==> src/rtl/lf_pkg.sv <==
package lf_pkg;
  localparam int LF_ADDR_W = 12;
  localparam int LF_ROWS   = 10;
  localparam int LF_ROW_W  = 4;
  localparam logic [7:0] LF_TERM = 8'hFF;

  typedef enum logic [1:0] {ST_IDLE, ST_REQ, ST_WAIT, ST_OUT} lf_state_e;
  typedef enum logic [1:0] {PH_CHAR, PH_PLO, PH_PHI} lf_phase_e;

  typedef struct packed {
    logic [1:0] size;
    logic       scroll;
  } lf_lattr_t;
endpackage

==> src/rtl/lf_cmd_reg.sv <==
module lf_cmd_reg
  import lf_pkg::*;
#(
  parameter int LATCH_W = LF_ROW_W
) (
  input  logic               clk,
  input  logic               rst_n,
  input  logic               vreset,
  input  logic               cmd_we,
  input  logic [3:0]         cmd_code,
  output logic [LATCH_W-1:0] scroll_latch,
  output logic               blink,
  output logic               rev,
  output logic               vint
);
  always_ff @(posedge clk or negedge rst_n) begin
    if (!rst_n) begin
      scroll_latch <= '0;
      blink        <= 1'b0;
      rev          <= 1'b0;
      vint         <= 1'b0;
    end else begin
      if (cmd_we) begin
        unique case (cmd_code[3:2])
          2'b00: scroll_latch[1:0] <= cmd_code[1:0];
          2'b01: scroll_latch[3:2] <= cmd_code[1:0];
          2'b10: begin
            unique case (cmd_code[1:0])
              2'b00: blink <= ~blink;
              2'b01: vint  <= 1'b0;
              2'b10: rev   <= 1'b1;
              2'b11: rev   <= 1'b0;
            endcase
          end
          2'b11: ;
        endcase
      end
      if (vreset) vint <= 1'b1;
    end
  end

  assert_vint_set_R8: assert property (@(posedge clk) disable iff (!rst_n)
    vreset |=> vint);
  assert_vint_clr_R8: assert property (@(posedge clk) disable iff (!rst_n)
    (cmd_we && cmd_code == 4'h9 && !vreset) |=> !vint);
  assert_blink_tgl_R7: assert property (@(posedge clk) disable iff (!rst_n)
    (cmd_we && cmd_code == 4'h8) |=> (blink != $past(blink)));
  assert_latch_hold_R6: assert property (@(posedge clk) disable iff (!rst_n)
    !cmd_we |=> $stable(scroll_latch));
endmodule

==> src/rtl/lf_cg_addr.sv <==
module lf_cg_addr
  import lf_pkg::*;
(
  input  logic [7:0]          code,
  input  logic [LF_ROW_W-1:0] row,
  output logic [11:0]         cg_addr
);
  logic [3:0] scan_nib;
  always_comb begin
    if (row == '0) scan_nib = 4'hF;
    else           scan_nib = 4'(row - LF_ROW_W'(1));
    cg_addr = {code, scan_nib};
  end
endmodule

==> src/rtl/lf_walker.sv <==
module lf_walker
  import lf_pkg::*;
#(
  parameter int AW        = LF_ADDR_W,
  parameter int ROWS      = LF_ROWS,
  parameter int RW        = LF_ROW_W,
  parameter int MAX_CHARS = 256
) (
  input  logic          clk,
  input  logic          rst_n,
  input  logic          vreset,
  input  logic [RW-1:0] scroll_latch,
  output logic          mem_rd,
  output logic [AW-1:0] mem_addr,
  input  logic [7:0]    mem_char,
  input  logic [7:0]    mem_attr,
  output logic          out_valid,
  input  logic          out_ready,
  output logic [7:0]    out_code,
  output logic [3:0]    out_attr,
  output logic          out_scroll,
  output logic [1:0]    out_size,
  output logic [RW-1:0] out_row
);
  localparam int CW = $clog2(MAX_CHARS + 1);
  localparam logic [RW-1:0] LAST_ROW = RW'(ROWS - 1);

  lf_state_e     state;
  lf_phase_e     ph;
  logic [AW-1:0] addr, line_addr;
  logic [7:0]    ptr_lo, code_q;
  logic [3:0]    attr_q;
  lf_lattr_t     cur, nxt;
  logic [RW-1:0] row, scr_n, end_row, start_row;
  logic [CW-1:0] cnt;
  logic [AW-1:0] ptr;
  logic          last_pass;
  logic          unused_attr_hi;

  assign unused_attr_hi = ^mem_attr[7:4];
  assign ptr       = AW'({mem_char, ptr_lo});
  assign end_row   = (scr_n == '0) ? LAST_ROW : scr_n - RW'(1);
  assign last_pass = (row == LAST_ROW) || (cur.scroll && !nxt.scroll && row == end_row);
  assign start_row = (nxt.scroll && !cur.scroll) ? scr_n : '0;

  always_ff @(posedge clk or negedge rst_n) begin
    if (!rst_n) begin
      state <= ST_IDLE; ph <= PH_CHAR;
      addr <= '0; line_addr <= '0; ptr_lo <= '0; code_q <= '0; attr_q <= '0;
      cur <= '{size: 2'b11, scroll: 1'b0}; nxt <= '0;
      row <= '0; scr_n <= '0; cnt <= '0;
    end else if (vreset) begin
      state <= ST_REQ; ph <= PH_CHAR;
      addr <= '0; line_addr <= '0; cnt <= '0; row <= '0;
      cur <= '{size: 2'b11, scroll: 1'b0};
      scr_n <= (scroll_latch > LAST_ROW) ? '0 : scroll_latch;
    end else begin
      unique case (state)
        ST_IDLE: ;
        ST_REQ:  state <= ST_WAIT;
        ST_WAIT: begin
          unique case (ph)
            PH_CHAR: begin
              if (mem_char == LF_TERM) begin
                ph <= PH_PLO; addr <= addr + AW'(1); state <= ST_REQ;
              end else begin
                code_q <= mem_char; attr_q <= mem_attr[3:0]; state <= ST_OUT;
              end
            end
            PH_PLO: begin
              ptr_lo <= mem_char; nxt <= lf_lattr_t'(mem_attr[2:0]);
              addr <= addr + AW'(1); ph <= PH_PHI; state <= ST_REQ;
            end
            default: begin
              ph <= PH_CHAR; cnt <= '0; state <= ST_REQ;
              if (last_pass) begin
                line_addr <= ptr; addr <= ptr; cur <= nxt; row <= start_row;
              end else begin
                addr <= line_addr; row <= row + RW'(1);
              end
            end
          endcase
        end
        ST_OUT: begin
          if (out_ready) begin
            addr  <= addr + AW'(1);
            cnt   <= cnt + CW'(1);
            ph    <= (cnt == CW'(MAX_CHARS - 1)) ? PH_PLO : PH_CHAR;
            state <= ST_REQ;
          end
        end
      endcase
    end
  end

  assign mem_rd     = (state == ST_REQ);
  assign mem_addr   = addr;
  assign out_valid  = (state == ST_OUT);
  assign out_code   = code_q;
  assign out_attr   = {~attr_q[3], ~attr_q[2], ~attr_q[1], attr_q[0]};
  assign out_scroll = cur.scroll;
  assign out_size   = cur.size;
  assign out_row    = row;

  assert_hold_R11: assert property (@(posedge clk) disable iff (!rst_n)
    (out_valid && !out_ready && !vreset) |=>
      (out_valid && $stable(out_code) && $stable(out_attr) && $stable(out_row)
       && $stable(out_scroll) && $stable(out_size)));
  assert_restart_R1: assert property (@(posedge clk) disable iff (!rst_n)
    vreset |=> (mem_rd && mem_addr == '0 && out_row == '0 && !out_scroll));
  assert_row_range_R4: assert property (@(posedge clk) disable iff (!rst_n)
    out_row <= LAST_ROW);
  assert_char_cap_R10: assert property (@(posedge clk) disable iff (!rst_n)
    cnt <= CW'(MAX_CHARS));
endmodule

==> src/rtl/lined_fetch.sv <==
module lined_fetch
  import lf_pkg::*;
#(
  parameter int AW        = LF_ADDR_W,
  parameter int MAX_CHARS = 256
) (
  input  logic          clk,
  input  logic          rst_n,
  input  logic          vreset,
  input  logic          cmd_we,
  input  logic [3:0]    cmd_code,
  output logic          mem_rd,
  output logic [AW-1:0] mem_addr,
  input  logic [7:0]    mem_char,
  input  logic [7:0]    mem_attr,
  output logic          out_valid,
  input  logic          out_ready,
  output logic [7:0]    out_code,
  output logic [3:0]    out_attr,
  output logic          out_scroll,
  output logic [1:0]    out_size,
  output logic [3:0]    out_row,
  output logic [11:0]   out_cg_addr,
  output logic          blink_state,
  output logic          reverse_field,
  output logic          vint_req
);
  logic [LF_ROW_W-1:0] latch;

  lf_cmd_reg u_cmd (
    .clk(clk), .rst_n(rst_n), .vreset(vreset), .cmd_we(cmd_we), .cmd_code(cmd_code),
    .scroll_latch(latch), .blink(blink_state), .rev(reverse_field), .vint(vint_req)
  );

  lf_walker #(.AW(AW), .ROWS(LF_ROWS), .RW(LF_ROW_W), .MAX_CHARS(MAX_CHARS)) u_walk (
    .clk(clk), .rst_n(rst_n), .vreset(vreset), .scroll_latch(latch),
    .mem_rd(mem_rd), .mem_addr(mem_addr), .mem_char(mem_char), .mem_attr(mem_attr),
    .out_valid(out_valid), .out_ready(out_ready), .out_code(out_code),
    .out_attr(out_attr), .out_scroll(out_scroll), .out_size(out_size), .out_row(out_row)
  );

  lf_cg_addr u_cg (.code(out_code), .row(out_row), .cg_addr(out_cg_addr));
endmodule

==> config.mk <==
export PLATFORM = sky130hd
export DESIGN_NAME = lined_fetch
export DESIGN_NICKNAME = d
export VERILOG_FILES = /design/src/rtl/lf_pkg.sv /design/src/rtl/lf_cmd_reg.sv /design/src/rtl/lf_cg_addr.sv /design/src/rtl/lf_walker.sv /design/src/rtl/lined_fetch.sv
export SDC_FILE = /design/constraint.sdc
export NUM_CORES = 1
export LEC_CHECK = 0
export ABC_CLOCK_PERIOD_IN_PS = 4950
export CAP_MARGIN = 5
export CORE_ASPECT_RATIO = 1.1
export CORE_UTILIZATION = 31
export CTS_CLUSTER_DIAMETER = 150
export DETAILED_ROUTE_END_ITERATION = 10
export DONT_BUFFER_PORTS = 1
export GPL_TIMING_DRIVEN = 0
export SLEW_MARGIN = 5
export SYNTH_ARGS = -nofsm -noshare
export SYNTH_HDL_FRONTEND = slang
export SYNTH_SLANG_ARGS = --single-unit
==> constraint.sdc <==
create_clock -name clk -period 4.95 [get_ports clk]
set_input_delay 0 -clock clk [delete_from_list [all_inputs] [get_ports clk]]
set_output_delay 0 -clock clk [all_outputs]
set_load 0.01 [all_outputs]
==> results of run 1 <==
-- power by group through the flow --
stage          Clock (mW)  Combinational [mW]  Sequential [mW]
2_1_floorplan           0               0.196            0.787
3_3_place_gp            0               0.219            0.804
3_5_place_dp            0               0.225            0.807
4_1_cts             0.672               0.261            0.797
5_1_grt             0.697               0.285            0.808
6_report            0.660               0.258            0.796
-- worst max-delay path by stage --
stage	start	end	slack (ns)	cells after the start
after floorplan	u_walk.out_row[3]	u_walk.mem_addr[1]	2.75	7
after global placement	u_walk.out_row[3]	u_walk.mem_addr[11]	2.53	7
after detailed placement	u_walk.out_row[3]	u_walk.mem_addr[11]	2.50	7
after CTS	u_walk.out_row[3]	u_walk.mem_addr[8]	2.02	9
after global routing	u_walk.out_row[3]	u_walk.mem_addr[8]	1.87	9
final	u_walk.out_row[3]	u_walk.mem_addr[8]	2.03	9
-- tightest hold or removal path, stage by stage --
cell      delay (ns)
a211oi_2        0.05
buf_2           0.20
o21a_1          0.12
-- cell type report --
type,count,area [µm²]
clock buffers,10,239
repair buffers,24,258
fillers,1266,7920
flip-flops and latches,78,1950
multi-input cells,275,1910
inverters,20,75.1
plain buffers,29,188
clock inverters,6,61.3
well taps,157,196
-- per-stage QoR --
step / instance area (µm²) / util, % / hold slack, ns
floorplan: 4130 / - / -0.296
global placement: 4330 / 33.8 / -0.294
detailed placement: 4330 / 33.8 / -0.293
CTS: 4880 / 38.1 / 0.0695
global route: 4880 / 38.1 / 0.0806
finish: 4880 / 38.1 / 0.0814
-- kinds of logic (layout without fill, tap and decap cells) --
group	Yosys count	count (layout)	synth area share [%]
buf+inv	49	89	6.36
compound gates	103	103	18.9
fa+ha+maj	6	6	1.82
simple gates	129	129	16.0
xor+xnor	6	6	1.27
mux	31	31	8.30
flops	78	78	47.3
-- placed cells by master, fill, tap and decap left out, types with 6 or more instances in the layout --
| master | n |
|---|---|
| a21oi_1 | 11 |
| a22o_1 | 12 |
| and3_1 | 12 |
| buf_4 | 10 |
| clkbuf_1 | 9 |
| clkbuf_16 | 9 |
| dfrtp_1 | 76 |
| dlygate4sd3_1 | 23 |
| ha_1 | 6 |
| inv_1 | 20 |
| mux2_2 | 26 |
| nand2_1 | 35 |
| nand2b_1 | 7 |
| nand3_1 | 18 |
| nand3b_1 | 6 |
| nand4_1 | 6 |
| nor2_1 | 21 |
| o21ai_0 | 32 |
| o31ai_1 | 6 |
-- sequential cells by signal (all words and copies together) (netlist names), 3 cells and up --
name	flops
u_walk.mem_addr	12
u_walk.line_addr	12
u_walk.attr_q	4
u_cmd.scroll_latch	4
u_walk.cnt	9
u_walk.scr_n	4
u_walk.out_code	8
u_walk.nxt	3
u_walk.out_row	4
u_walk.ptr_lo	8
-- timing repair --
item,in CTS,in global routing
gates resized for setup,0,0
hold endpoints to repair,116,0
hold buffers,24,0
setup buffers,0,0
-- metal layers --
layer / global-route usage [%] / up-vias / part of all wire, %
met4: 6.83 / 0 / 2.1
met1: 19.8 / 1573 / 45
met2: 24.8 / 89 / 47
met5: 0 / - / 0
li1: - / 1514 / -
met3: 3.43 / 16 / 5.0
==> flow_summary.ini, run 1 <==
[status]
status = finished clean

[floorplan]
die_h_um = 123
rows = 43
start_util_pct = 32.3
dieArea_um2 = 13800
dieWidth_um = 112
core_area_um2 = 12800
pin_count = 73

[timing]
hold_viol = 0
post-route-period-util_pct = 59.0
fin_tns_setup_ns = 0
setup_viol = 0
slew_headroom_pct = 27.6
clock.fmax_mhz = 342
layout_setup_ws_ns = 2.03
finalCriticalPeriod_ns = 2.92
rsz0062_at_grt = no
worst_pin_slew_ns = 1.07
slew_violations = 0
finalClockSkew_ns = 0.00945

[yosys]
synth_top_area_share_pct = 46.0
synth_commonest_cells = dfrtp_1 (76), nand2_1 (35), o21ai_0 (32), mux2_2 (26), nor2_1 (21)
synth_most_common_cell = dfrtp_1
ys_top_cells_by_area = dfrtp_1 (46%), mux2_2 (7.1%), o21ai_0 (3.9%)
synthCells = 402
synthesis.nets = 433
synth_seq_cells = 78
synth_cell_type_count = 61
synth_edf_count = 0
synth_warnings = 0
synthesis.area_um2 = 4130
synth_area_leader_cell = dfrtp_1
postSynth.asyncResetShare_pct = 100
synth_seq_area_share_pct = 47.3
synth-main-ff-cell = dfrtp_1
synth_area_per_cell_um2 = 10.3

[worst_setup_path]
reg2reg_slack_ns = 2.03
criticalPathCategory = reg -> reg
worstPathRequired_ns = 5.17
cp_top_family = compound AO/OA/AOI/OAI gates
worst_path_most_repeated_cell = buf_6
slowest_delay_ns = 0.55
end_kind = register
r2r_end = u_walk.mem_addr[8]
arrival_ns = 3.14
path_buf_inv = 3
startpoint_type = register
crit_slowest_cell = dlygate4sd3_1
r2r_cells = 9
crit_chain = buf_6 > nand3b_1 > a2111oi_4 > o2111ai_4 > a31o_1 > buf_6 > a22oi_1 > nand3_1 > dlygate4sd3_1
worstReg2RegStart = u_walk.out_row[3]
worstPathMaxFanout = 10

[place]
io_buffer_count = 0
finalWeightedCongestion = 0.809
dp_hpwl_um = 7040
place_inst = 559
pre_cts_slack_ns = 2.50

[global_routing]
grt-ovfl-total = 0
first_global_vias = 3181
antenna_found_initial = 0
grt_max_degree = 79
track_usage_pct = 15.4
grt_pass1_wl_um = 16500

[power_and_ir_drop]
power.switching_mw = 0.467
power_mw = 1.71
p_per_area_nw_per_um2 = 351
p_int_mw = 1.25
pwr-share-seq_pct = 46.5
p_leak_nw = 2.13
share_comb_of_total_power_pct = 15.1
ir_worst_vdd_mv = 0.173
switching_share_pct = 27.2
clkPwrFrac_pct = 38.5

[cells_and_area]
stdcell_count = 599
diodes = 0
fin_nets = 468
syn_to_final_growth_pct = 18.3
drive_gt1_share_pct = 16.7

[clock_tree]
clock_path_buffers = 2
clock_tree.root_cell = clkbuf_16
cts.htree.levels = 3
cts_num_sinks = 78
clkLatencyLatePin_ns = 0.33
cts-buffers-inserted = 9
path_clk_slew_ns = 0.07
cts_tree = yes

[route]
vias = 3192
drt_drc_violations_left = 0
wire_per_inst_um = 16.8
wirelength_um = 10100
vias_per_cell = 5.33
drtAntennaViolNets = 0
initialDrtViolationCount = 275
drtPass1Iterations = 4

[min_path]
hold_path_startpoint = vreset
min_to = u_walk.state[1]
hold_depth = 3
holdCritPathClass = in -> reg

[job]
cap_violations = 0
Note: power is estimated with default switching activity, not from simulation.
==> run 2, diff against run 1 <==
Settings changed: ABC_CLOCK_PERIOD_IN_PS 4950 to 2350.
Clock period 4.95 ns to 2.35 ns, I/O delays scaled along.
==> flow_summary.ini, run 2 (synthesized netlist as in run 1, its figures left out) <==
[timing]
slew_violations = 0
rsz0062_at_grt = yes
finalCriticalPeriod_ns = 2.38
slew_headroom_pct = 51.1
finalClockSkew_ns = 0.00866
post-route-period-util_pct = 101
worst_pin_slew_ns = 0.722
clock.fmax_mhz = 421
layout_setup_ws_ns = -0.0272
hold_viol = 0
hold-worst-slack_ns = 0.0229
setup_viol = 1
fin_tns_setup_ns = -0.0272

[worst_setup_path]
worstPathRequired_ns = 2.57
arrival_ns = 2.59
startpoint_type = register
worstPathMaxFanout = 5
criticalPathCategory = reg -> reg
end_kind = register

[power_and_ir_drop]
share_comb_of_total_power_pct = 15.4
pwr-share-seq_pct = 46.2
power.switching_mw = 1.01
p_per_area_nw_per_um2 = 727
p_leak_nw = 2.18
p_int_mw = 2.63
clkPwrFrac_pct = 38.4
switching_share_pct = 27.7
ir_worst_vdd_mv = 0.357

[place]
io_buffer_count = 0
dp_hpwl_um = 7040
finalWeightedCongestion = 0.809
dpl-instance-area_um2 = 4330
pre_cts_slack_ns = -0.102

[cells_and_area]
finalInstanceArea_um2 = 5010
mostFrequentLayoutCell = dfrtp_1
layout_common_cells = dfrtp_1 (75), nand2_1 (32), o21ai_0 (31)
fin_nets = 475
diodes = 0
drive_gt1_share_pct = 20.7
syn_to_final_growth_pct = 21.3

[min_path]
holdCritPathClass = in -> reg

[status]
status = finished with violations
failed_checks = negative setup slack

[route]
vias = 3322
drt_drc_violations_left = 0
wirelength_um = 10500
initialDrtViolationCount = 272
drtPass1Iterations = 6
vias_per_cell = 5.48
drtAntennaViolNets = 0
wire_per_inst_um = 17.3

[global_routing]
grt_pass1_wl_um = 16900
grt-ovfl-total = 0
grtUsageMet1_pct = 20.2
antenna_found_initial = 0
grt_max_degree = 79
first_global_vias = 3265
track_usage_pct = 15.7
grt_util_met3_pct = 3.53
grt_busiest_layer = met2
met2_usage_pct = 25.3

[floorplan]
start_util_pct = 32.3
die_h_um = 123
pin_count = 73
dieWidth_um = 112
core_area_um2 = 12800
rows = 43
dieArea_um2 = 13800

[clock_tree]
cts_tree = yes
clkLatencyLatePin_ns = 0.34
cts_num_sinks = 78
path_clk_slew_ns = 0.06
clock_path_buffers = 2
clock_tree.root_cell = clkbuf_16
cts-buffers-inserted = 9
cts.htree.levels = 3

[job]
cap_violations = 0
==> run 2: changes by cell type in the layout (fill, tap and decap cells not counted), moves of 2 or more <==
cell | previous run | this run
buf_4 | 10 | 15
buf_6 | 5 | 8
nand2_1 | 35 | 32
nand2_2 | 0 | 3
nor3b_1 | 3 | 1
nor3b_2 | 0 | 2
==> run 2: worst paths after layout <==
path	endpoint	slack, ns	from	depth (start not counted)
min reg2reg	u_walk.cnt[8]	0.49	u_walk.cnt[8]	2
max	u_walk.mem_addr[5]	-0.03	u_walk.out_row[3]	9
max reg2reg	u_walk.mem_addr[5]	-0.03	u_walk.out_row[3]	9
min	u_walk.state[1]	0.02	vreset	3
min in group asynchronous	u_walk.mem_addr[10]	0.20	rst_n	2
max in group asynchronous	u_walk.out_size[0]	1.79	rst_n	2
==> run 2: area by class of cell <==
type                            count  area [µm²]
Multi-Input combinational cell    276        1970
Clock inverter                      6        61.3
Clock buffer                       10         239
Sequential cell                    78        1960
Tap cell                          157         196
Fill cell                        1257        7790
Timing Repair Buffer               31         318
Buffer                             28         190
Inverter                           20        75.1
==> run 2: timing repair <==
| item | CTS | global route |
|---|---|---|
| hold endpoints to repair | 116 | 0 |
| gates resized for setup | 5 | 16 |
| endpoints found under the setup margin | 17 | 31 |
| pin swaps | 3 | 8 |
| hold buffers | 24 | 0 |
| setup buffers | 3 | 3 |
| cloned | 1 | 1 |
==> run 2: layer usage <==
| metal | vias up | wire length [µm] |
|---|---|---|
| met4 | 0 | 298 |
| li1 | 1534 | - |
| met5 | - | 0 |
| met1 | 1640 | 4610 |
| met3 | 29 | 566 |
| met2 | 119 | 5030 |
==> run 2: critical path: stages, from the launching register on <==
cell and delay [ns]:
dfrtp_1 0.43, buf_6 0.15, nand3b_1 0.18, a2111oi_4 0.45, buf_4 0.18, buf_4 0.10
o2111ai_2 0.19, and3_4 0.25, o21ai_0 0.22, nand3_1 0.11
==> run 2: stage by stage <==
stage               power (mW)  utilization [%]  std cells
floorplan                 2.07                -        402
global placement          2.15             33.8        559
detailed placement        2.17             33.8        559
CTS                       3.66             38.6        603
global route              3.79             39.1        606
finish                    3.64             39.1        606
==> run 2: power by group through the flow <==
stage	clock (mW)	sequential (mW)	combinational, mW
final	1.40	1.68	0.562
after global routing	1.47	1.70	0.618
after CTS	1.42	1.68	0.561
after detailed placement	0	1.70	0.475
after global placement	0	1.69	0.461
after floorplan	0	1.66	0.414
==> run 3, diff against run 2 <==
Settings changed: ABC_AREA set to 1.
==> flow_summary.ini, run 3 <==
[status]
status = finished with violations
failed_checks = design-rule violations

[timing]
setup_viol = 0
slew_violations = 0
hold-worst-slack_ns = 0.0570
slew_headroom_pct = 48.1
worst_pin_slew_ns = 0.772
finalCriticalPeriod_ns = 1.91
rsz0062_at_grt = no
fin_tns_setup_ns = 0
finalClockSkew_ns = 0.00515
clock.fmax_mhz = 523
post-route-period-util_pct = 81.4
hold_viol = 0

[cells_and_area]
multi_input_area_um2 = 1770
regArea_um2 = 1950
fin_nets = 604
fin_util_pct = 37.7
syn_to_final_growth_pct = 18.0
drive_gt1_share_pct = 7.80
mostFrequentLayoutCell = nand2_1
diodes = 0
finalInstanceArea_um2 = 4780
stdcell_count = 734
layout_common_cells = nand2_1 (185), dfrtp_1 (76), nand3_1 (50)
n_fill_cell = 1284

[yosys]
synth_top_area_share_pct = 46.9
synth_warnings = 0
postSynth.asyncResetShare_pct = 100
synth_area_per_cell_um2 = 7.52
synthCells = 539
synth_area_leader_cell = dfrtp_1
synthesis.nets = 570
synth-main-ff-cell = dfrtp_1
synthesis.area_um2 = 4050
synth_most_common_cell = nand2_1
ys_top_cells_by_area = dfrtp_1 (47%), nand2_1 (17%), nand3_1 (6.2%)
synth_seq_cells = 78
synth_seq_area_share_pct = 48.2
synth_commonest_cells = nand2_1 (185), dfrtp_1 (76), nand3_1 (50), o21ai_0 (45), nor2_1 (44)
synth_cell_type_count = 30
synth_edf_count = 0

[clock_tree]
path_clk_slew_ns = 0.06
cts.htree.levels = 3
clock_tree.root_cell = clkbuf_16
cts_num_sinks = 78
cts-buffers-inserted = 9
clock_path_buffers = 2
cts_setup_buffers = 0
cts_tree = yes
cts_resized = 0
clkLatencyLatePin_ns = 0.32

[floorplan]
start_util_pct = 31.9
core_area_um2 = 12700
pin_count = 73
die_h_um = 122
rows = 43
dieArea_um2 = 13500
dieWidth_um = 111

[route]
vias_per_cell = 4.80
wl_met1_um = 4460
vias = 3521
wl_met3_um = 499
wl_met2_um = 5070
wire_per_inst_um = 13.8
drtAntennaViolNets = 0
drtPass1Iterations = 7
wirelength_um = 10100
initialDrtViolationCount = 184
drt_drc_violations_left = 6
top_layer_used = met4

[power_and_ir_drop]
p_per_area_nw_per_um2 = 903
p_leak_nw = 2.34
ir_worst_vdd_mv = 0.426
pwr-share-seq_pct = 45.9
share_comb_of_total_power_pct = 22.9
switching_share_pct = 33.2
power.switching_mw = 1.44
p_int_mw = 2.88
clkPwrFrac_pct = 31.2

[min_path]
holdCritPathClass = in -> reg
hold_depth = 4

[worst_setup_path]
crit_slowest_cell = dfrtp_1
worst_path_most_repeated_cell = nand3_1
cp-endpoint = u_walk.mem_addr[7]
worstPathMaxFanout = 10
cp.depth = 8
crit_chain = inv_1 > ha_1 > nand3_1 > clkbuf_1 > nand3_1 > nand3_1 > nand2_1 > nand2_1
startpoint_type = register
path_buf_inv = 2
r2r_end = u_walk.mem_addr[7]
r2r_cells = 8
arrival_ns = 2.18
end_kind = register
slowest_delay_ns = 0.54
reg2reg_slack_ns = 0.44
criticalPathCategory = reg -> reg
worstReg2RegStart = u_walk.out_row[1]
cp_top_family = simple AND/OR/NAND/NOR gates
startpoint = u_walk.out_row[1]
worstPathRequired_ns = 2.61

[global_routing]
grt_pass1_wl_um = 16700
grt_max_degree = 79
track_usage_pct = 15.6
antenna_found_initial = 0
grt-ovfl-total = 0
first_global_vias = 3461

[place]
dp_hpwl_um = 7240
dpl-instance-area_um2 = 4250
place_inst = 696
io_buffer_count = 0
finalWeightedCongestion = 0.779

[job]
cap_violations = 0
-- run 3: changes by cell type in the layout (fill, tap and decap cells not counted), sizes merged, moves of 11 or more --
cell / before / now
nand2: 35 / 186
inv: 20 / 45
and3: 12 / 1
o21ai: 34 / 45
nand3: 18 / 52
nor2: 21 / 46
a22o: 12 / 0
mux2: 26 / 0
-- run 3: power groups by stage --
stage                     Combinational (mW)  Sequential, mW  Clock [mW]
after floorplan                        0.757            1.91           0
after global placement                 0.897            1.99           0
after detailed placement               0.922            2.00           0
after CTS                              0.994            1.98        1.39
after global routing                    1.13            2.02        1.44
final                                  0.989            1.98        1.35
-- run 3: worst register-to-register path, stage by stage, from the launching register on --
cell	delay (ns)
dfrtp_1	0.54
inv_1	0.11
ha_1	0.20
nand3_1	0.18
clkbuf_1	0.40
nand3_1	0.16
nand3_1	0.14
nand2_1	0.07
nand2_1	0.05
-- run 3: timing repair --
action,CTS,global route
endpoints found under the hold margin,126,0
hold buffers,23,0
endpoints found under the setup margin,0,0
-- run 3: kinds of logic after synthesis --
| logic type | after synthesis | share of synthesized area [%] |
|---|---|---|
| fa+ha+maj | 6 | 1.85 |
| flops | 78 | 48.2 |
| compound gates | 74 | 9.51 |
| xor+xnor | 6 | 1.30 |
| buf+inv | 73 | 8.24 |
| simple gates | 302 | 30.9 |
-- run 3: stage by stage --
stage               setup WS, ns  power [mW]
CTS                        0.400        4.36
floorplan                  0.775        2.67
finish                     0.437        4.32
detailed placement         0.418        2.92
global route               0.243        4.60
global placement           0.459        2.89
-- run 3: layout make-up --
| cell class | instances | share of cell area [%] |
|---|---|---|
| plain buffers | 27 | 3.38 |
| clock buffers | 14 | 5.31 |
| clock inverters | 1 | 0.628 |
| inverters | 46 | 3.61 |
| multi-input cells | 388 | 36.9 |
| flip-flops and latches | 78 | 40.9 |
| well taps | 157 | 4.11 |
| repair buffers | 23 | 5.18 |
-- run 3: worst min-delay path by stage --
stage | startpoint | endpoint | slack (ns)
global placement | rst_n | u_walk.mem_addr[4] | -0.29
finish | cmd_code[2] | u_cmd.blink | 0.06
CTS | cmd_code[2] | u_cmd.blink | 0.02
floorplan | rst_n | u_cmd.blink | -0.30
global route | cmd_code[2] | u_cmd.blink | 0.06
detailed placement | rst_n | u_walk.mem_addr[3] | -0.29
-- run 3: metal layers --
metal | global-route usage (%) | vias to the layer above
li1 | - | 1793
met1 | 18.9 | 1646
met2 | 26.9 | 74
met3 | 4.13 | 8
met4 | 5.32 | 0
met5 | 0 | -
